## src/rtl/fsc_pkg.sv

```systemverilog
package fsc_pkg;

    localparam int STATUS_W = 8;
    localparam int OP_W     = 3;

    typedef enum logic [OP_W-1:0] {
        OP_PAGE_PROG   = 3'd0,
        OP_SECT_ERASE  = 3'd1,
        OP_BLOCK_ERASE = 3'd2,
        OP_CHIP_ERASE  = 3'd3,
        OP_SID_PROG    = 3'd4,
        OP_PROT_WRITE  = 3'd5,
        OP_PROT_FREEZE = 3'd6,
        OP_SID_LOCKOUT = 3'd7
    } mod_op_e;

    typedef enum logic {
        WK_PROG  = 1'b0,
        WK_ERASE = 1'b1
    } wr_kind_e;

    // Packed MSB first: busy is bit 7, reserved bit 0 is the LSB.
    typedef struct packed {
        logic busy;
        logic rsv6;
        logic sid_locked;
        logic prot_frozen;
        logic prog_susp;
        logic erase_susp;
        logic wel;
        logic rsv0;
    } status_t;

    function automatic logic op_is_long(mod_op_e op);
        return (op == OP_PAGE_PROG) || (op == OP_SECT_ERASE) ||
               (op == OP_BLOCK_ERASE) || (op == OP_CHIP_ERASE) ||
               (op == OP_SID_PROG);
    endfunction

    function automatic wr_kind_e op_kind(mod_op_e op);
        if ((op == OP_SECT_ERASE) || (op == OP_BLOCK_ERASE) || (op == OP_CHIP_ERASE))
            return WK_ERASE;
        return WK_PROG;
    endfunction

    function automatic logic op_hits_sid(mod_op_e op);
        return (op == OP_SID_PROG) || (op == OP_SID_LOCKOUT);
    endfunction

    function automatic logic op_hits_prot(mod_op_e op);
        return (op == OP_PROT_WRITE) || (op == OP_PROT_FREEZE);
    endfunction

endpackage

```

## src/rtl/fsc_cmd_gate.sv

```systemverilog
module fsc_cmd_gate
    import fsc_pkg::*;
(
    input  logic     mod_req,
    input  mod_op_e  mod_op,
    input  logic     wel,
    input  logic     busy,
    input  logic     prot_frozen,
    input  logic     sid_locked,
    output logic     accept,
    output logic     start_long,
    output wr_kind_e start_kind,
    output logic     imm_done,
    output logic     freeze_set,
    output logic     sid_set
);

    logic blocked_target;

    always_comb begin
        blocked_target = (op_hits_sid(mod_op) && sid_locked) ||
                         (op_hits_prot(mod_op) && prot_frozen);
        accept     = mod_req && wel && !busy && !blocked_target;
        start_long = accept && op_is_long(mod_op);
        start_kind = op_kind(mod_op);
        imm_done   = accept && !op_is_long(mod_op);
        freeze_set = accept && (mod_op == OP_PROT_FREEZE);
        sid_set    = accept && (mod_op == OP_SID_LOCKOUT);
    end

endmodule

```

## src/rtl/fsc_write_track.sv

```systemverilog
module fsc_write_track
    import fsc_pkg::*;
(
    input  logic     clk,
    input  logic     rst_all,
    input  logic     start_long,
    input  wr_kind_e start_kind,
    input  logic     wr_done,
    input  logic     ev_suspend,
    input  logic     ev_resume,
    output logic     busy,
    output logic     erase_susp,
    output logic     prog_susp,
    output logic     done_take,
    output logic     susp_take
);

    wr_kind_e kind_q;
    logic     can_susp;
    logic     resume_take;

    always_comb begin
        can_susp    = (kind_q == WK_ERASE) ? !erase_susp : !prog_susp;
        done_take   = wr_done && busy && !start_long;
        susp_take   = ev_suspend && busy && !start_long && !wr_done && can_susp;
        resume_take = ev_resume && !busy && !start_long && (prog_susp || erase_susp);
    end

    always_ff @(posedge clk) begin
        if (rst_all) begin
            busy       <= 1'b0;
            kind_q     <= WK_PROG;
            erase_susp <= 1'b0;
            prog_susp  <= 1'b0;
        end else if (start_long) begin
            busy   <= 1'b1;
            kind_q <= start_kind;
        end else if (done_take) begin
            busy <= 1'b0;
        end else if (susp_take) begin
            busy <= 1'b0;
            if (kind_q == WK_ERASE) erase_susp <= 1'b1;
            else                    prog_susp  <= 1'b1;
        end else if (resume_take) begin
            busy <= 1'b1;
            if (prog_susp) begin
                prog_susp <= 1'b0;
                kind_q    <= WK_PROG;
            end else begin
                erase_susp <= 1'b0;
                kind_q     <= WK_ERASE;
            end
        end
    end

    p_start_busy_r4: assert property (@(posedge clk) disable iff (rst_all)
        start_long |=> busy);

    p_erase_susp_r6: assert property (@(posedge clk) disable iff (rst_all)
        (ev_suspend && busy && kind_q == WK_ERASE && !erase_susp && !wr_done && !start_long)
        |=> (erase_susp && !busy));

    p_resume_order_r7: assert property (@(posedge clk) disable iff (rst_all)
        (ev_resume && !busy && prog_susp && erase_susp && !start_long)
        |=> (!prog_susp && erase_susp && busy));

    p_resume_busy_r7: assert property (@(posedge clk) disable iff (rst_all)
        (ev_resume && busy && !wr_done && !ev_suspend)
        |=> ($stable(prog_susp) && $stable(erase_susp)));

endmodule

```

## src/rtl/fsc_latch_bank.sv

```systemverilog
module fsc_latch_bank (
    input  logic clk,
    input  logic rst,
    input  logic por,
    input  logic nv_sid_locked,
    input  logic ev_wren,
    input  logic ev_wrdi,
    input  logic clear_evt,
    input  logic freeze_set,
    input  logic sid_set,
    output logic wel,
    output logic prot_frozen,
    output logic sid_locked
);

    always_ff @(posedge clk) begin
        if (rst || por)                 wel <= 1'b0;
        else if (clear_evt || ev_wrdi)  wel <= 1'b0;
        else if (ev_wren)               wel <= 1'b1;
    end

    always_ff @(posedge clk) begin
        if (por)             prot_frozen <= 1'b0;
        else if (freeze_set) prot_frozen <= 1'b1;
    end

    always_ff @(posedge clk) begin
        if (por)          sid_locked <= nv_sid_locked;
        else if (sid_set) sid_locked <= 1'b1;
    end

    p_freeze_sticky_r8: assert property (@(posedge clk) disable iff (por)
        prot_frozen |=> prot_frozen);

    p_sid_sticky_r9: assert property (@(posedge clk) disable iff (por)
        sid_locked |=> sid_locked);

    p_sid_reload_r1: assert property (@(posedge clk)
        (por && nv_sid_locked) |=> sid_locked);

    p_wel_soft_rst_r11: assert property (@(posedge clk)
        rst |=> !wel);

endmodule

```

## src/rtl/flash_status_ctrl.sv

```systemverilog
module flash_status_ctrl
    import fsc_pkg::*;
(
    input  logic                clk,
    input  logic                rst,
    input  logic                por,
    input  logic                nv_sid_locked,
    input  logic                ev_wren,
    input  logic                ev_wrdi,
    input  logic                mod_req,
    input  logic [OP_W-1:0]     mod_op,
    input  logic                wr_done,
    input  logic                ev_suspend,
    input  logic                ev_resume,
    output logic [STATUS_W-1:0] status,
    output logic                write_ok,
    output logic                mod_accept,
    output logic                sid_commit
);

    logic     wel, busy, erase_susp, prog_susp, prot_frozen, sid_locked;
    logic     start_long, imm_done, freeze_set, sid_set;
    logic     done_take, susp_take;
    wr_kind_e start_kind;
    status_t  sts;

    fsc_cmd_gate u_gate (
        .mod_req     (mod_req),
        .mod_op      (mod_op_e'(mod_op)),
        .wel         (wel),
        .busy        (busy),
        .prot_frozen (prot_frozen),
        .sid_locked  (sid_locked),
        .accept      (mod_accept),
        .start_long  (start_long),
        .start_kind  (start_kind),
        .imm_done    (imm_done),
        .freeze_set  (freeze_set),
        .sid_set     (sid_set)
    );

    fsc_write_track u_track (
        .clk        (clk),
        .rst_all    (rst || por),
        .start_long (start_long),
        .start_kind (start_kind),
        .wr_done    (wr_done),
        .ev_suspend (ev_suspend),
        .ev_resume  (ev_resume),
        .busy       (busy),
        .erase_susp (erase_susp),
        .prog_susp  (prog_susp),
        .done_take  (done_take),
        .susp_take  (susp_take)
    );

    fsc_latch_bank u_latch (
        .clk           (clk),
        .rst           (rst),
        .por           (por),
        .nv_sid_locked (nv_sid_locked),
        .ev_wren       (ev_wren),
        .ev_wrdi       (ev_wrdi),
        .clear_evt     (imm_done || done_take || susp_take),
        .freeze_set    (freeze_set),
        .sid_set       (sid_set),
        .wel           (wel),
        .prot_frozen   (prot_frozen),
        .sid_locked    (sid_locked)
    );

    always_comb begin
        sts            = '0;
        sts.busy       = busy;
        sts.sid_locked = sid_locked;
        sts.prot_frozen = prot_frozen;
        sts.prog_susp  = prog_susp;
        sts.erase_susp = erase_susp;
        sts.wel        = wel;
        status         = sts;
        write_ok       = wel && !busy;
        sid_commit     = sid_set;
    end

    p_reject_r3: assert property (@(posedge clk) disable iff (rst || por)
        mod_accept |-> (status[1] && !status[7]));

    p_imm_clears_r5: assert property (@(posedge clk) disable iff (rst || por)
        (mod_accept && mod_op >= 3'd5) |=> (!status[1] && !status[7]));

    p_done_clears_r4: assert property (@(posedge clk) disable iff (rst || por)
        (wr_done && status[7] && !mod_req) |=> (!status[7] && !status[1]));

    p_reserved_r1: assert property (@(posedge clk) disable iff (rst || por)
        (!status[0] && !status[6]));

endmodule

```

## config.mk

```make
export PLATFORM = sky130hd
export DESIGN_NAME = flash_status_ctrl
export DESIGN_NICKNAME = d
export VERILOG_FILES = /design/src/rtl/fsc_pkg.sv /design/src/rtl/fsc_cmd_gate.sv /design/src/rtl/fsc_write_track.sv /design/src/rtl/fsc_latch_bank.sv /design/src/rtl/flash_status_ctrl.sv
export SDC_FILE = /design/constraint.sdc
export NUM_CORES = 1
export LEC_CHECK = 0
export BUFFER_PORTS_ARGS = -buffer_cell sky130_fd_sc_hd__buf_2
export CORE_AREA = 2 2 39 41
export CTS_CLUSTER_SIZE = 20
export DETAILED_ROUTE_END_ITERATION = 16
export DIE_AREA = 0 0 41 43
export PLACE_DENSITY_LB_ADDON = 0.25
export SETUP_SLACK_MARGIN = 0.4
export SLEW_MARGIN = 20
export SYNTH_ARGS = -nofsm -noshare
export SYNTH_HDL_FRONTEND = slang
export SYNTH_SLANG_ARGS = --single-unit
```

## constraint.sdc

```tcl
create_clock -name clk -period 1.6 [get_ports clk]
set_input_delay 0.08 -clock clk [delete_from_list [all_inputs] [get_ports clk]]
set_output_delay 0.08 -clock clk [all_outputs]
set_load 0.01 [all_outputs]
```

==> qor.txt <==
Crit Reg-Reg Startpoint -> u_track.busy
ys flop type -> dfxtp_1
R2R cell count -> 4
Cell variety after synth -> 25
I/O pin count -> 24
GPL Wtd Cong -> 0.7752
pin count of the biggest net entering global routing -> 8
Final Setup Violations -> 0
setup tns final -> 0 ps
CP Max Fanout -> 4
CP required -> 1520 ps
leak pwr -> 0.3120 nW
worst hold endpoint -> u_latch.prot_frozen
sequential-to-total area share from yosys stat -> 0.3117
die width -> 41 µm
most common cell after layout, fill and taps aside -> buf_2
RSZ-0062 raised after global routing -> true
Hold Vio Cnt, Final -> 0
Clock transition at path regs -> 60 ps
Total Power -> 0.4154 mW
Tmin final -> 1300 ps
sequential power share -> 0.438
CP arrival -> 1220 ps
Setup CP Type -> reg -> out
hold path depth -> 2
placed inst area -> 571.8 µm²
Hold Buf Count CTS -> 0
Initial DRT Pass Iterations -> 4
max incr delay on CP -> 340 ps
crit share post-route -> 0.8123
DRC -> 0
GRT Resource Usage Total -> 0.1469
peak supply drop -> 0.2746 mV
critical path capture point type -> output pin
die area -> 0.001763 mm²
Setup WS post-layout -> 300.3 ps
vias in the first global route -> 432
Die Ht -> 43 µm
FFs w/ async S/R, synth -> 0
EDFF count, synth -> 1
fraction of layout cells with a size suffix above 1 -> 0.4643
area grow syn2layout -> 35.06%
Clock Skew -> 3.847 ps
grt total ovfl -> 0
Inserted Clock Buffers -> 3
post-route cell area -> 650.6 µm²
Clk network pwr share -> 0.411
num rows -> 14
clock latency on the worst-skew pair -> 260 ps
first-pass GRT wire length -> 1759 µm
r2r endpoint -> u_latch.sid_locked
Hold Path Class -> in -> reg
hold_sp -> por
CTS tree -> built
Syn Inst Count -> 62
Root Buffer -> clkbuf_4
antenna cells -> 0
Avg Cell Area, Syn -> 7.770 µm²
most frequent cells in the layout -> 21 x buf_2, 6 x nor2_1, 5 x nor2b_1, 5 x a21oi_1
NetSw -> 0.1096 mW
slowest library cell on the worst path -> dfxtp_4
Final Slew Violations -> 0
dpl hpwl -> 850.9 µm
Vias per Instance -> 4.960
FMAX -> 0.7694 GHz
Core Area -> 0.001384 mm²
synth warn -> 0
total of max-cap violations -> 0
internal power -> 0.3058 mW
clock sinks -> 7
crit path cell chain -> and3b_2 -> nand3_2 -> nor3_4 -> buf_2
Post-Route WL -> 1145 µm
#FFs+latches synth -> 7
Routed Antenna Nets -> 0
vias -> 496
clock buffer depth -> 2
initial antenna violation count -> 0
pre-CTS setup slack -> 312.4 ps
final-stage net count -> 98
DR iter-0 viols -> 16
Initial Util -> 0.3481
CP Launch Type -> flip-flop
Port Buffers -> 21
R2R setup slack -> 380 ps
Avg WL per Cell -> 11.45 µm
synthesized cell area -> 481.7 µm²
CTS H-Tree Depth -> 1
power density over cell area -> 638.4 mW/mm²
Switching Fraction -> 0.2638
Comb pwr share -> 0.151
status -> finished, final reports clean
-- sequential cells by signal, indices dropped and copies added, names as in the netlist --
name / count
u_latch.wel: 1
u_latch.prot_frozen: 1
u_track.erase_susp: 1
u_latch.sid_locked: 1
u_track.prog_susp: 1
u_track.kind_q: 1
u_track.busy: 1
-- final cells by class --
class | instances | area [µm²]
sequential | 7 | 155.1
clock buffer | 4 | 26.28
fill | 155 | 733.2
inverter | 2 | 7.507
timing repair buffer | 25 | 135.1
multi-input combinational | 46 | 306.5
tap | 16 | 20.02
-- cells in the mapped netlist, types with 2 or more instances --
cell,number,share of area
a21oi_1,5,0.052
a31oi_1,2,0.026
and3b_1,2,0.036
buf_4,8,0.12
dfxtp_1,6,0.25
inv_1,2,0.016
nand2_1,2,0.016
nand2b_1,2,0.026
nand3_1,2,0.021
nor2_1,7,0.055
nor2b_1,5,0.065
o21ai_0,5,0.052
or2_2,2,0.026
-- how the worst max path moves through the flow --
stage                 start            endpoint  slack, ps
5_1_grt        u_track.busy          sid_commit        240
4_1_cts        u_track.busy          sid_commit        290
3_5_place_dp   u_track.busy  u_latch.sid_locked        310
2_1_floorplan  u_track.busy  u_latch.sid_locked        280
3_3_place_gp   u_track.busy  u_latch.sid_locked        320
6_report       u_track.busy          sid_commit        300
-- per-stage QoR --
stage               hold slack (ps)    util  cells
floorplan                     152.4       -     63
detailed placement            303.7  0.4132     92
global placement              300.7  0.4132     92
CTS                           34.21  0.4566    100
finish                        35.28  0.4702    100
global route                  56.28  0.4702    100
-- cells by family (layout without fill, tap and decap cells) --
kind of cell,count (synthesis),after routing,synth area share
AO/OA/AOI/OAI,17,17,0.2208
XOR/XNOR,1,1,0.01819
buffers and inverters,10,31,0.1403
flip-flops,7,7,0.3117
multiplexers,1,1,0.02078
other,1,2,0.007785
AND/OR/NAND/NOR,25,25,0.2805
-- layer usage --
metal  vias to the layer above  track usage  wire length (µm)
met2                        13       0.2125               521
met4                         0      0.08000                23
met1                       227       0.1942               537
met3                         4      0.03141                62
met5                         -            0                 0
li1                        252            -                 -
-- worst max-delay path, delay by kind of cell, from the launching register on --
family	cells	cell delay, ps
buffers and inverters	1	150
AND/OR/NAND/NOR	3	460
flip-flops	1	340
-- power by group through the flow --
| stage | clock network, mW | logic (mW) | registers (mW) |
|---|---|---|---|
| global placement | 0 | 0.0536 | 0.189 |
| CTS | 0.175 | 0.0601 | 0.182 |
| floorplan | 0 | 0.0340 | 0.188 |
| global route | 0.190 | 0.0694 | 0.182 |
| detailed placement | 0 | 0.0539 | 0.189 |
| finish | 0.171 | 0.0626 | 0.182 |
-- repair_timing --
action,4_1_cts,5_1_grt
setup buffers,4,0
gates resized for setup,2,6
pin swaps,1,3
endpoints found under the setup margin,3,7
Note: power is estimated with default switching activity, not from simulation.
